`config.mk`:
```
export PLATFORM = sky130hd
export DESIGN_NAME = pretrig_acq
export DESIGN_NICKNAME = d
export VERILOG_FILES = /design/src/rtl/pta_pkg.sv /design/src/rtl/pta_ctrl.sv /design/src/rtl/pta_fifo_dp.sv /design/src/rtl/pretrig_acq.sv
export SDC_FILE = /design/constraint.sdc
export NUM_CORES = 1
export LEC_CHECK = 0
export BUFFER_PORTS_ARGS = -buffer_cell sky130_fd_sc_hd__buf_2
export CORE_ASPECT_RATIO = 0.75
export CORE_MARGIN = 2
export CORE_UTILIZATION = 55
export DETAILED_ROUTE_END_ITERATION = 12
export PLACE_DENSITY = 0.78
export REMOVE_ABC_BUFFERS = 1
export SLEW_MARGIN = 20
export SYNTH_ARGS = -nofsm -noshare
export SYNTH_HDL_FRONTEND = slang
export SYNTH_SLANG_ARGS = --single-unit
export TNS_END_PERCENT = 50
```
`constraint.sdc`:
```
create_clock -name clk -period 2.65 [get_ports clk]
set_clock_uncertainty 0.05 [all_clocks]
set_input_delay 0.265 -clock clk [delete_from_list [all_inputs] [get_ports clk]]
set_output_delay 0.265 -clock clk [all_outputs]
set_load 0.01 [all_outputs]
```
`src/rtl/pta_pkg.sv`:
```
package pta_pkg;
  typedef enum logic [1:0] {ST_IDLE, ST_PRE, ST_POST} acqState_t;

  // strobes from control to datapath
  typedef struct packed {
    logic push;
    logic flush;
    logic overrun;
  } dpCtl_t;
endpackage

```
`src/rtl/pta_ctrl.sv`:
```
module pta_ctrl
  import pta_pkg::*;
#(
  parameter int CNT_W       = 8,
  parameter int SYNC_STAGES = 2
) (
  input  logic             clk,
  input  logic             rstN,
  input  logic             clrWr,
  input  logic             modePre,
  input  logic             modeHw,
  input  logic [CNT_W-1:0] postCount,
  input  logic             trigIn,
  input  logic             convStart,
  input  logic             convBusy,
  input  logic             convDone,
  output dpCtl_t           ctl,
  output logic             acqActive
);
  acqState_t state;
  logic [CNT_W-1:0] cnt;
  logic [SYNC_STAGES-1:0] trigSync;
  logic trigPrev;
  logic trigEdge;
  logic countDone;
  logic accept;

  generate
    if (SYNC_STAGES > 1) begin : gSyncChain
      always_ff @(posedge clk or negedge rstN) begin
        if (!rstN) trigSync <= '0;
        else       trigSync <= {trigSync[SYNC_STAGES-2:0], trigIn};
      end
    end else begin : gSyncSingle
      always_ff @(posedge clk or negedge rstN) begin
        if (!rstN) trigSync <= '0;
        else       trigSync <= trigIn;
      end
    end
  endgenerate

  always_ff @(posedge clk or negedge rstN) begin
    if (!rstN) trigPrev <= 1'b0;
    else       trigPrev <= trigSync[SYNC_STAGES-1];
  end

  assign trigEdge  = trigSync[SYNC_STAGES-1] & ~trigPrev;
  assign countDone = (cnt == postCount);
  assign accept    = convDone & ~clrWr &
                     ((state == ST_PRE) | ((state == ST_POST) & ~countDone));

  always_ff @(posedge clk or negedge rstN) begin
    if (!rstN) begin
      state <= ST_IDLE;
      cnt   <= '0;
    end else if (clrWr) begin
      state <= (modePre & ~modeHw) ? ST_PRE : ST_IDLE;
      cnt   <= '0;
    end else begin
      case (state)
        ST_PRE: if (trigEdge) begin
          state <= ST_POST;
          cnt   <= '0;
        end
        ST_POST: begin
          if (countDone)   state <= ST_IDLE;
          else if (accept) cnt   <= cnt + 1'b1;
        end
        default: state <= ST_IDLE;
      endcase
    end
  end

  assign acqActive   = (state != ST_IDLE);
  assign ctl.push    = accept;
  assign ctl.flush   = clrWr;
  assign ctl.overrun = convStart & convBusy & acqActive & ~clrWr;
endmodule

```
`src/rtl/pta_fifo_dp.sv`:
```
module pta_fifo_dp
  import pta_pkg::*;
#(
  parameter int DATA_W = 12,
  parameter int DEPTH  = 16
) (
  input  logic              clk,
  input  logic              rstN,
  input  dpCtl_t            ctl,
  input  logic [DATA_W-1:0] wrData,
  input  logic              rdStrobe,
  output logic [DATA_W-1:0] rdData,
  output logic              davail,
  output logic              ovfN,
  output logic              ovrN
);
  localparam int AW = $clog2(DEPTH);
  localparam logic [AW:0] FULL_CNT = DEPTH[AW:0];

  logic [DATA_W-1:0] mem [DEPTH];
  logic [AW-1:0] wrPtr, rdPtr;
  logic [AW:0]   count;
  logic full, doRd, doWr;

  assign full = (count == FULL_CNT);
  assign doRd = rdStrobe & (count != '0) & ~ctl.flush;
  assign doWr = ctl.push & (~full | doRd);

  always_ff @(posedge clk) begin
    if (doWr) mem[wrPtr] <= wrData;
  end

  always_ff @(posedge clk or negedge rstN) begin
    if (!rstN) begin
      wrPtr  <= '0;
      rdPtr  <= '0;
      count  <= '0;
      rdData <= '0;
      ovfN   <= 1'b1;
      ovrN   <= 1'b1;
    end else if (ctl.flush) begin
      wrPtr <= '0;
      rdPtr <= '0;
      count <= '0;
      ovfN  <= 1'b1;
      ovrN  <= 1'b1;
    end else begin
      if (doWr) wrPtr <= wrPtr + 1'b1;
      if (doRd) begin
        rdData <= mem[rdPtr];
        rdPtr  <= rdPtr + 1'b1;
      end
      case ({doWr, doRd})
        2'b10:   count <= count + 1'b1;
        2'b01:   count <= count - 1'b1;
        default: count <= count;
      endcase
      if (ctl.push & full & ~doRd) ovfN <= 1'b0;
      if (ctl.overrun)             ovrN <= 1'b0;
    end
  end

  assign davail = (count != '0);
endmodule

```
`src/rtl/pretrig_acq.sv`:
```
module pretrig_acq
  import pta_pkg::*;
#(
  parameter int DATA_W = 12,
  parameter int DEPTH  = 16,
  parameter int CNT_W  = 8
) (
  input  logic              clk,
  input  logic              rstN,
  input  logic              clrWr,
  input  logic              modePre,
  input  logic              modeHw,
  input  logic [CNT_W-1:0]  postCount,
  input  logic              trigIn,
  input  logic              convStart,
  input  logic              convBusy,
  input  logic              convDone,
  input  logic [DATA_W-1:0] convData,
  input  logic              rdStrobe,
  output logic [DATA_W-1:0] rdData,
  output logic              davail,
  output logic              ovfN,
  output logic              ovrN,
  output logic              acqActive
);
  dpCtl_t ctl;

  pta_ctrl #(.CNT_W(CNT_W), .SYNC_STAGES(2)) uCtrl (
    .clk(clk), .rstN(rstN), .clrWr(clrWr), .modePre(modePre), .modeHw(modeHw),
    .postCount(postCount), .trigIn(trigIn), .convStart(convStart),
    .convBusy(convBusy), .convDone(convDone), .ctl(ctl), .acqActive(acqActive)
  );

  pta_fifo_dp #(.DATA_W(DATA_W), .DEPTH(DEPTH)) uDp (
    .clk(clk), .rstN(rstN), .ctl(ctl), .wrData(convData), .rdStrobe(rdStrobe),
    .rdData(rdData), .davail(davail), .ovfN(ovfN), .ovrN(ovrN)
  );
endmodule

```
* Word level (Yosys, flattened, before mapping)
Memory sizes are Yosys's and may differ from the RTL's. A register that Yosys moved wholly into a read port is not among the register bits. Index checks and enable logic that the tools add are counted.
Operators by class: add/subtract/negate cells 5, equality and inequality tests 10, mux-type cells 22, bitwise logic cells 21, reductions and logical operators 12
Operator list (count):
- $mux 8 | 4
- $mux 4 | 4
- $pmux 8 s2 | 1
- $and 1x1->1 | 13
- $pmux 5 s2 | 1
- $reduce_bool 2->1 | 5
- $ne 3x2->1 const B | 3
- $add 4x1->4 const B | 2
- $add 8x1->8 const B | 1
- $eq 8x8->1 | 1
- $mux 1 | 7
- $mux 2 | 3
- $not 1->1 | 6
- $reduce_bool 3->1 | 2
- $add 5x1->5 const B | 1
- $eq 5x5->1 const B | 1
- $mux 5 | 1
- $reduce_bool 5->1 | 1
- $sub 5x1->5 const B | 1
- $eq 2x1->1 const B | 2
- $eq 2x2->1 const B | 2
- $pmux 2 s2 | 1
- $reduce_and 2->1 | 2
- $reduce_and 4->1 | 1
- 3 further kinds | 4
Storage, ports and cells: register bits 28, bits in writable memories 192, bits of input ports 30, output and inout bits 16, word-level logic and storage cells 80, memories 1
Memories:
- uDp.mem | words 16, width 12, read ports 1, clocked after memory_dff 1, wr ports 1, RTL line pta_fifo_dp.sv:20 | logic [DATA_W-1:0] mem [DEPTH];

* Longest topological paths before layout
depth in word-level cells 9, gate-level depth with buffers 11, depth with buffers taken out 11

* By module
Synthesis repeated with hierarchy kept, for this count alone.
Unflattened totals: cells, all modules 514, area total of the unflattened synthesis 9477.8 um2
Modules (own cells, without submodules):
- pta_fifo_dp | instances 1, cells an instance 440, area each 8684.6 um2
- pta_ctrl | instances 1, cells an instance 74, area each 793.3 um2

* Worst setup path before layout
No wires, ideal clock.
kind reg-to-reg, start point reg uCtrl.cnt[3], end point reg uDp.count[4], setup time 0.099 ns, arrival time 2.691 ns, setup slack -0.191 ns, stages on the path, launching flop included 12, path buffers 0, clock period less this slack 2.841 ns, cell sequence dfrtp_1 > xnor2_1 > nand4_1 > o21ai_1 > a21oi_1 > nor3_1 > ha_1 > a21o_1 > a21oi_1 > nor2_1 > a22o_1 > a311oi_1
On the way: longest elaborated chain between the ends 9, elaborated cells between the ends (all ways) 11, classes of those cells eq/ne (3); mux (2); bitwise (5); reduce/logical (1)
Ends and longest elaborated chain:
- start: declaration | RTL line pta_ctrl.sv:21 | logic [CNT_W-1:0] cnt;
- start signal: assignment | RTL line pta_ctrl.sv:67 | else if (accept) cnt <= cnt + 1'b1;
- $eq 8x8->1 * | RTL line pta_ctrl.sv:48 | assign countDone = (cnt == postCount);
- $not 1->1 * | RTL line pta_ctrl.sv:50 | ((state == ST_PRE) | ((state == ST_POST) & ~countDone));
- $and 1x1->1 * | RTL line pta_ctrl.sv:50
- $or 1x1->1 * | RTL line pta_ctrl.sv:50
- $and 1x1->1 * | RTL line pta_ctrl.sv:49 | assign accept = convDone & ~clrWr &
- $and 1x1->1 * | RTL line pta_fifo_dp.sv:27 | assign doWr = ctl.push & (~full | doRd);
- $eq 2x1->1 or $eq 2x2->1 (tied branches) | RTL line pta_fifo_dp.sv:53 | case ({doWr, doRd})
- $pmux 5 s2 | RTL line pta_fifo_dp.sv:53
- $mux 5 | RTL line pta_fifo_dp.sv:41 | end else if (ctl.flush) begin
- end signal: assignment | RTL line pta_fifo_dp.sv:54 | 2'b10: count <= count + 1'b1;
- end signal: assignment | RTL line pta_fifo_dp.sv:55 | 2'b01: count <= count - 1'b1;
- end signal: assignment | RTL line pta_fifo_dp.sv:56 | default: count <= count;
- end: declaration | RTL line pta_fifo_dp.sv:22 | logic [AW:0] count;
Every way passes the cells marked *; elsewhere a longest branch is shown, timed or not. A chain may end at the register's enable or synchronous reset.

* Worst setup path in the final report
start point reg uDp.count[1], end point reg uDp.count[4]
On the way: longest elaborated chain between the ends 8, elaborated cells between the ends (all ways) 14, classes of those cells add/sub (2); eq/ne (3); mux (2); bitwise (5); reduce/logical (2)
Ends and longest elaborated chain:
- $reduce_bool 5->1 | RTL line pta_fifo_dp.sv:26 | assign doRd = rdStrobe & (count != '0) & ~ctl.flush;
- $and 1x1->1 (2 in series) | RTL line pta_fifo_dp.sv:26
- $or 1x1->1 | RTL line pta_fifo_dp.sv:27
- $and 1x1->1 | RTL line pta_fifo_dp.sv:27
- $eq 2x1->1 or $eq 2x2->1 (tied branches) | RTL line pta_fifo_dp.sv:53
- $pmux 5 s2 | RTL line pta_fifo_dp.sv:53
- $mux 5 | RTL line pta_fifo_dp.sv:41
Parallel ways exist; a longest one is shown, timed or not.

==> impl_metrics.json <==
{
  "synthesis.area_um2": 9480,
  "yosys_register_bits": 232,
  "critPathTopFamily": "compound AO/OA/AOI/OAI gates",
  "fill_cells": 1070,
  "dr.pass1.iters": 5,
  "tns_ps": -70.8,
  "drc": 0,
  "synthTopCellsByArea": "edfxtp_1 61%, mux4_2 14%, dfrtp_1 10%",
  "failed_checks": "setup timing",
  "hold_viol": 0,
  "cp_cell_sequence": "or4_4, o21ai_4, nor3_4, buf_4, fa_2, a21o_1, a21oi_2, nor2_2, a22o_1, a311oi_2",
  "cts.sinks": 232,
  "period_share_pct": 103,
  "synth.area.mux_share_pct": 16.3,
  "antenna_cells": 0,
  "drtIter0Drc": 501,
  "cts_tree": "done",
  "synth_compound_area_share_pct": 3.05,
  "die_y_um": 118,
  "drv_cap": 0,
  "netlist_instances": 480,
  "ant_nets": 0,
  "crit_required_ps": 3000,
  "finalWorstSetupSlack_ps": -70.8,
  "synth_top_family_by_area": "multiplexers",
  "hold_class": "in -> reg",
  "first_global_vias": 4986,
  "io_buffers": 45,
  "cts-root-buf": "clkbuf_16",
  "seq_area_frac_synth_pct": 71.4,
  "fin_util_pct": 67.1,
  "setup_viol": 1,
  "gp_congestion": 0.869,
  "wire_per_inst_um": 23.7,
  "netlist.area_leader.share_pct": 60.8,
  "tightest_slew_ps": 885,
  "cp.buffers_inverters": 1,
  "synthSimpleGateAreaFrac_pct": 5.05,
  "area_growth_pct": 19.0,
  "grt-ovfl-total": 0,
  "synth-xor-area-share_pct": 1.57,
  "gr-usage-all-layers_pct": 21.3,
  "dieArea_um2": 18300,
  "drive_gt1_share_pct": 40.8,
  "io_pins": 46,
  "yosys_warnings": 0,
  "coreArea_um2": 16800,
  "drv_slew": 0,
  "period_minus_slack_ps": 2720,
  "synth_adder_area_share_pct": 1.40,
  "initial_core_util_pct": 56.3,
  "hold_slack_ps": 37.8,
  "vias": 4940,
  "grt_max_degree": 52,
  "grt_pass1_wl_um": 29100,
  "end_kind": "flip-flop",
  "viasPerCell": 6.06,
  "max_freq_ghz": 0.368,
  "cp.arrival_ps": 3070,
  "critical_path_class": "reg -> reg",
  "antenna_found_initial": 0,
  "slowest_stage": "or4_4",
  "synthTopCellsByCount": "192 x edfxtp_1, 60 x mux4_2, 38 x dfrtp_1",
  "cts_made_buffers": 22,
  "yosysTopAreaCell": "edfxtp_1",
  "finalWirelength_um": 19300,
  "yosysMostFrequentCell": "edfxtp_1",
  "max-slew-margin-rel_pct": 41.0,
  "p_leak_nw": 3.95,
  "fin_nets": 624,
  "dpl.hpwl_um": 12100,
  "clk_pin_slew_worst_paths_ps": 70,
  "outcome": "finished, violations left",
  "slowest_delay_ps": 570,
  "synthArstFlopShare_pct": 17.2,
  "start_kind": "flip-flop",
  "cts_buffer_depth": 3,
  "die_x_um": 156,
  "synth_top_flop_cell": "edfxtp_1",
  "cts.htree.levels": 1,
  "placementRows": 41,
  "synth.avg_cell_area_um2": 19.8,
  "ys_types": 51,
  "synth_edf_count": 192,
  "p_per_area_nw_per_um2": 832,
  "rsz0062_at_grt": "true",
  "clkLatencyLatePin_ps": 500,
  "place_ws_ps": -279,
  "totalPowerFinal_mw": 9.39,
  "ir_worst_vdd_mv": 0.548,
  "crit_fanout": 3
}
## metrics by stage
step / cell area [µm²] / std cells
finish: 11300 / 815
CTS: 11200 / 812
detailed placement: 10300 / 767
global route: 11300 / 815
global placement: 10300 / 767
floorplan: 9380 / 456
## logic make-up (layout without fill, tap and decap cells)
| family | count (synthesis) | after routing |
|---|---|---|
| buf+inv | 29 | 149 |
| mux | 77 | 77 |
| simple gates | 78 | 78 |
| xor+xnor | 17 | 17 |
| compound gates | 37 | 37 |
| flops | 232 | 232 |
| fa+ha+maj | 10 | 10 |
## final cells by class
| class | instances | area, µm² | share of cell area (%) |
|---|---|---|---|
| Multi-Input combinational cell | 219 | 2680 | 23.7 |
| Inverter | 5 | 18.8 | 0.166 |
| Clock buffer | 28 | 624 | 5.53 |
| Tap cell | 215 | 269 | 2.38 |
| Clock inverter | 12 | 166 | 1.47 |
| Sequential cell | 232 | 6770 | 60.0 |
| Timing Repair Buffer | 104 | 758 | 6.72 |
## layout by cell type, fill, tap and decap left out, drive strengths merged, types with 5 or more instances in the layout
cell type	netlist	routed
clkbuf	13	28
dfrtp	38	38
dlygate4sd3	0	5
mux4	60	60
xor2	5	5
nor3	6	6
a21oi	7	7
o21ai	13	13
nand2b	6	6
a21o	5	5
ha	9	9
buf	11	99
nand2	12	12
mux2	13	13
xnor2	12	12
clkinv	0	5
inv	5	6
and2	10	10
edfxtp	192	192
and4	6	6
nor2	10	10
## flip-flops by register name, summed over array words and instances, names as in the netlist
register        cells
uDp.mem           192
uDp.rdData         12
uCtrl.cnt           8
uDp.count           5
uDp.rdPtr           4
uDp.wrPtr           4
uCtrl.state         2
uCtrl.trigSync      2
uCtrl.trigPrev      1
uDp.ovfN            1
uDp.ovrN            1
## repair_timing
action,CTS,global route
setup endpoints to repair,98,128
hold endpoints to repair,31,0
hold buffers,5,0
resized for setup,11,23
pin swaps,0,12
setup buffers,0,3
## per-layer routing
metal	vias up	global-route usage, %	wire length [µm]
met5	-	0	0
met4	0	3.84	270
met3	27	3.98	1180
met2	205	33.3	9250
met1	2560	32.3	8630
li1	2148	-	-
## worst min-delay path: cells and delay by family
family	cells	cell delay, ps
AOI/OAI and AO/OA	1	110
buffers and inverters	1	100
and+or+nand+nor	1	80
## path summary, 6_finish.rpt
check / start / endpoint / slack [ps] / cells past startpoint
setup / recovery: uDp.count[1] / uDp.count[4] / -70 / 10
hold / removal: convStart / uDp.ovrN / 40 / 3
setup reg to reg: uDp.count[1] / uDp.count[4] / -70 / 10
hold reg to reg: uCtrl.trigSync[0] / uCtrl.trigSync[1] / 310 / 0
max in group asynchronous: rstN / uDp.rdData[4] / 1510 / 3
min in group asynchronous: rstN / uDp.rdData[0] / 360 / 2
## report_power, final
group          switching (mW)  leakage [nW]  internal, mW  total, mW
combinational           0.798          1.33          1.02       1.82
sequential              0.114          2.24          4.09       4.20
clock                    1.30         0.384          2.06       3.37
total                    2.22          3.95          7.17       9.39
Note: power is estimated with default switching activity, not from simulation.
